`src/rtl/cyl_head_pkg.sv`:
```
package cyl_head_pkg;
  typedef struct packed {
    logic cyl;
    logic cmp;
    logic chk;
    logic hold;
    logic lgap;
  } qual_t;

  function automatic logic qual_ok(qual_t q);
    return q.cyl & q.cmp & q.chk & q.hold & ~q.lgap;
  endfunction
endpackage

```
`src/rtl/chs_qualify.sv`:
```
module chs_qualify
  import cyl_head_pkg::*;
(
  input  logic  clk_i,
  input  logic  rst_ni,
  input  logic  en_i,
  input  qual_t q_i,
  input  logic  d5_i,
  input  logic  b7_i,
  output logic  adv_o
);
  logic eot, eot_q;

  assign eot = en_i & d5_i & ~b7_i & qual_ok(q_i);

  always_ff @(posedge clk_i or negedge rst_ni)
    if (!rst_ni) eot_q <= 1'b0;
    else         eot_q <= eot;

  // one step per D5 window: leading edge only
  assign adv_o = eot & ~eot_q;
endmodule

```
`src/rtl/chs_head_ctr.sv`:
```
module chs_head_ctr #(
  parameter int NUM_HEADS = 40,
  localparam int HW = $clog2(NUM_HEADS + 1)
) (
  input  logic          clk_i,
  input  logic          rst_ni,
  input  logic          start_i,
  input  logic          adv_i,
  input  logic          bload_i,
  output logic [HW-1:0] head_o,
  output logic          load_o,
  output logic          ovf_o
);
  localparam logic [HW-1:0] LAST = HW'(NUM_HEADS - 1);
  localparam logic [HW-1:0] OVF  = HW'(NUM_HEADS);

  logic [HW-1:0] head_q;
  logic          req_q;

  assign load_o = req_q & bload_i;
  assign ovf_o  = (head_q == OVF);
  assign head_o = head_q;

  always_ff @(posedge clk_i or negedge rst_ni)
    if (!rst_ni) begin
      head_q <= '0;
      req_q  <= 1'b0;
    end else if (start_i) begin
      head_q <= '0;
      req_q  <= 1'b1;
    end else if (adv_i) begin
      head_q <= head_q + 1'b1;
      req_q  <= (head_q != LAST);
    end else if (load_o) begin
      req_q  <= 1'b0;
    end
endmodule

```
`src/rtl/chs_squelch.sv`:
```
module chs_squelch #(
  parameter int SQ_LEN = 16,
  localparam int CW = $clog2(SQ_LEN + 1)
) (
  input  logic clk_i,
  input  logic rst_ni,
  input  logic trig_i,
  output logic sq_o
);
  logic [CW-1:0] cnt_q;

  always_ff @(posedge clk_i or negedge rst_ni)
    if (!rst_ni)            cnt_q <= '0;
    else if (trig_i)        cnt_q <= CW'(SQ_LEN);
    else if (cnt_q != '0)   cnt_q <= cnt_q - 1'b1;

  assign sq_o = (cnt_q != '0);
endmodule

```
`src/rtl/cyl_head_seq.sv`:
```
module cyl_head_seq
  import cyl_head_pkg::*;
#(
  parameter int NUM_HEADS = 40,
  parameter int SQ_LEN    = 16,
  localparam int HW = $clog2(NUM_HEADS + 1)
) (
  input  logic          clk_i,
  input  logic          rst_ni,
  input  logic          start_i,
  input  logic          cyl_mode_i,
  input  logic          cmp_true_i,
  input  logic          check_area_i,
  input  logic          rec_hold_i,
  input  logic          long_gap_i,
  input  logic          d5_i,
  input  logic          b4_i,
  input  logic          b5_i,
  input  logic          b7_i,
  input  logic          bload_i,
  input  logic          index_i,
  input  logic          last_chk_end_i,
  output logic [HW-1:0] head_o,
  output logic          load_o,
  output logic          idx_hold_o,
  output logic          squelch_o,
  output logic          verify_o,
  output logic          done_o
);
  logic  busy_q, done_q, verify_q, idx_q;
  logic  adv, ovf, load;
  qual_t q;

  assign q = '{cyl: cyl_mode_i, cmp: cmp_true_i, chk: check_area_i,
               hold: rec_hold_i, lgap: long_gap_i};

  chs_qualify u_qual (
    .clk_i, .rst_ni,
    .en_i  (busy_q & ~ovf & ~start_i),
    .q_i   (q),
    .d5_i, .b7_i,
    .adv_o (adv)
  );

  chs_head_ctr #(.NUM_HEADS(NUM_HEADS)) u_ctr (
    .clk_i, .rst_ni, .start_i,
    .adv_i   (adv),
    .bload_i,
    .head_o,
    .load_o  (load),
    .ovf_o   (ovf)
  );

  chs_squelch #(.SQ_LEN(SQ_LEN)) u_sq (
    .clk_i, .rst_ni,
    .trig_i (load),
    .sq_o   (squelch_o)
  );

  always_ff @(posedge clk_i or negedge rst_ni)
    if (!rst_ni) begin
      busy_q   <= 1'b0;
      done_q   <= 1'b0;
      verify_q <= 1'b0;
    end else if (start_i) begin
      busy_q   <= 1'b1;
      done_q   <= 1'b0;
      verify_q <= 1'b1;
    end else begin
      if (adv) verify_q <= 1'b0;
      if (busy_q & ovf & (b4_i | b5_i) & last_chk_end_i) begin
        done_q <= 1'b1;
        busy_q <= 1'b0;
      end
    end

  // load clear wins over a coincident index mark
  always_ff @(posedge clk_i or negedge rst_ni)
    if (!rst_ni)      idx_q <= 1'b0;
    else if (load)    idx_q <= 1'b0;
    else if (index_i) idx_q <= 1'b1;

  assign load_o     = load;
  assign idx_hold_o = idx_q;
  assign verify_o   = verify_q;
  assign done_o     = done_q;
endmodule

```
`config.mk`:
```
export PLATFORM = sky130hd
export DESIGN_NAME = cyl_head_seq
export DESIGN_NICKNAME = d
export VERILOG_FILES = /design/src/rtl/cyl_head_pkg.sv /design/src/rtl/chs_qualify.sv /design/src/rtl/chs_head_ctr.sv /design/src/rtl/chs_squelch.sv /design/src/rtl/cyl_head_seq.sv
export SDC_FILE = /design/constraint.sdc
export NUM_CORES = 1
export LEC_CHECK = 0
export ABC_AREA = 1
export BUFFER_PORTS_ARGS = -buffer_cell sky130_fd_sc_hd__buf_4
export CAP_MARGIN = 0
export CORE_MARGIN = 2
export CORE_UTILIZATION = 44
export DETAILED_ROUTE_END_ITERATION = 12
export GPL_TIMING_DRIVEN = 0
export PLACE_DENSITY_LB_ADDON = 0.12
export SYNTH_ARGS = -nofsm -noshare
export SYNTH_HDL_FRONTEND = slang
export SYNTH_HIERARCHICAL = 1
export SYNTH_SLANG_ARGS = --single-unit
export TNS_END_PERCENT = 5
```
`constraint.sdc`:
```
create_clock -name clk_i -period 2.45 [get_ports clk_i]
set_input_delay 0.245 -clock clk_i [delete_from_list [all_inputs] [get_ports clk_i]]
set_output_delay 0.245 -clock clk_i [all_outputs]
set_load 0.1 [all_outputs]
```
==> results.ini <==
[worst_hold_path]
worstHoldPathType = in2reg
holdPathStages = 2
hold_start = start_i

[finish]
drive_gt1_share_pct = 27.46
fin_cells = 169
fillers = 199
insertedDiodeCount = 0
fin_nets = 161
syn_to_final_growth_pct = 29.99

[cts]
clock-root-buffer = clkbuf_4
numCtsBuffers = 3
cts_sinks = 17
htreeDepth = 1
cts.clk_slew.worst_paths_ps = 100
cts.path.max_buffers = 2
cts-hold-fix-buffers = 1
clkLatencyLatePin_ps = 280
cts_setup_buffers = 0
cts_resized = 0
cts_tree = yes

[floorplanning]
initial_utilization_pct = 45.38
die_width_um = 48.52
num_rows = 16
die-height_um = 48.52
coreArea_um2 = 1922
pin_count = 26
die-area_um2 = 2354

[sta]
worst_pin_slew_ps = 309.4
slew_headroom_pct = 79.22
max_freq_mhz = 492.6
final_max_slew_viol_count = 0
finalHoldViolCount = 0
min_period_over_period_pct = 82.85
skew_ps = 7.340
rsz0062_at_grt = no
min_period_ps = 2030
setup_viol = 0
fin_setup_tns_ps = 0

[setup_path]
required_ps = 2630
critPathArrivalTime_ps = 2210
path_cells = inv_1, ha_1, nand2_1, nor3_1, nor3_1, nand2_1, nor2_1, nand2_1, nor2_2, nand3_1, nand2_1, o21ai_0, nand2_1, inv_1
reg2regPathDepth = 14
critPathSlowestCell = dfrtp_2
cp_max_fo = 6
end_kind = flop
crit_start = u_ctr/head_o[0]$_DFFE_PN0P_
cp.depth = 14
worstSetupPathType = reg2reg
worst-path-buf-inv = 2
cpPeakStageDelay_ps = 410
rr_startpoint = u_ctr/head_o[0]$_DFFE_PN0P_
cpLargestDelayFamily = simple AND/OR/NAND/NOR gates
crit_path_start_kind = flop
critPathMostFrequentCell = nand2_1

[grt]
grt_pass1_wl_mm = 2.939
grt_start_max_net_pins = 18
first_global_vias = 759
grt-ovfl-total = 0
grt.total_usage_pct = 15.96
antenna_found_initial = 0

[synthesis]
synth_cells = 112
syn_avg_cell_area_um2 = 7.786
synth_top_area_share_pct = 48.78
synth_area_leader_cell = dfrtp_1
yosysSeqAreaShare_pct = 48.78
netlist_area_um2 = 872.1
ys_seq_elements = 17
syn-num-nets = 130
synthDistinctLibCells = 16
netlist_top_cells_area = dfrtp_1 (49%), nand2_1 (10%), inv_1 (9.9%)
yosysWarnings = 6

[drt]
routedWlPerCell_um = 9.527
drtIter0Drc = 9
route.detailed.drc = 0
viasPerCell = 4.586
wl_mm = 1.610
vias = 775
detail-route-antenna-nets = 0
firstDrtPassIters = 5

[flow_run]
cap_violations = 0

[placed_design]
dp.cells = 164
gp_congestion = 0.7839
port_buffers = 25
dp_hpwl_mm = 1.275

[power]
vdd.ir_drop.worst_v = 0.0003240
cellLeakagePower_uw = 0.0006333
power_density_nw_per_um2 = 659.8

[outcome]
status = complete, no violations

-- through the flow --
stage	hold WS, ps	power (µW)	util [%]	cell area, µm²	setup WS [ps]
5_1_grt	127.5	813.7	58.98	1134	131.4
2_1_floorplan	-50.59	548.0	-	874.6	43.56
3_3_place_gp	121.1	602.6	57.03	1096	448.4
3_5_place_dp	121.5	611.8	57.03	1096	427.5
4_1_cts	134.3	763.5	58.98	1134	403.8
6_report	148.8	748.0	58.98	1134	420.1
-- path summary, 6_finish.rpt --
check	endpoint	slack (ps)
worst max-delay path	u_ctr/head_o[4]$_DFFE_PN0P_	420
min in group asynchronous	u_sq/cnt_q[2]$_DFFE_PN0P_	350
worst max register to register	u_ctr/head_o[4]$_DFFE_PN0P_	420
worst min register to register	u_sq/cnt_q[4]$_DFFE_PN0P_	490
worst min-delay path	done_o$_DFFE_PN0P_	150
max in group asynchronous	u_ctr/head_o[0]$_DFFE_PN0P_	1890
-- cells in the mapped netlist --
library cell	instances
a21oi_2	1
dfrtp_1	17
inv_1	23
ha_1	3
xor2_1	1
nor2_4	1
nand2_1	24
o21ai_1	2
nor2_2	4
nand2_2	1
a21oi_1	4
nor3_1	4
nand3_1	8
o21ai_0	4
nor2_1	14
nand3_2	1
-- flip-flops by register name (all words and copies together) (netlist names) --
| signal | cells |
|---|---|
| busy_q | 1 |
| done_o | 1 |
| idx_hold_o | 1 |
| u_ctr/head_o | 6 |
| u_ctr/req_q | 1 |
| u_qual/eot_q | 1 |
| u_sq/cnt_q | 5 |
| verify_o | 1 |
-- power by group --
part,internal (µW),switching (µW),leakage (µW)
Clock,60.6,84.0,0.0000177
Combinational,90.5,163,0.000407
Sequential,322,28.3,0.000209
Total,473,275,0.000633
-- layer usage --
layer / share of wire [%] / global-route usage (%)
met1: 46 / 18.35
met4: 0.75 / 7.619
met5: 0 / 0
met3: 5.5 / 3.086
met2: 47 / 28.47
-- kinds of logic (layout without fill, tap and decap cells) --
kind of cell,after synthesis,count (layout),share of synthesized area [%]
AOI/OAI and AO/OA,11,11,6.744
DFF,17,17,48.78
and+or+nand+nor,57,57,29.27
buffers and inverters,23,53,9.899
adders and majority gates,3,3,4.305
xor gates and xnor gates,1,1,1.004
-- cell type report --
type                    instances  area [µm²]  area share [%]
clock buffers                   3       22.52           1.987
clock inverters                 1       5.005          0.4415
inverters                      23       86.33           7.616
multi-input cells              72       360.3           31.79
flip-flops and latches         17       427.9           37.75
well taps                      27       33.78           2.980
repair buffers                 26       197.7           17.44
-- cell usage in the layout, fill, tap and decap left out --
| cell type | n |
|---|---|
| nor3_1 | 4 |
| dfrtp_1 | 15 |
| nand2_2 | 1 |
| nor2_2 | 4 |
| nand3_1 | 8 |
| ha_1 | 3 |
| nor2_4 | 1 |
| nor2_1 | 14 |
| clkinv_2 | 1 |
| dlygate4sd3_1 | 1 |
| xor2_1 | 1 |
| a21oi_1 | 4 |
| o21ai_1 | 2 |
| a21oi_2 | 1 |
| inv_1 | 23 |
| nand2_1 | 24 |
| buf_4 | 25 |
| o21ai_0 | 4 |
| clkbuf_4 | 3 |
| dfrtp_2 | 2 |
| nand3_2 | 1 |
Note: power is estimated with default switching activity, not from simulation.
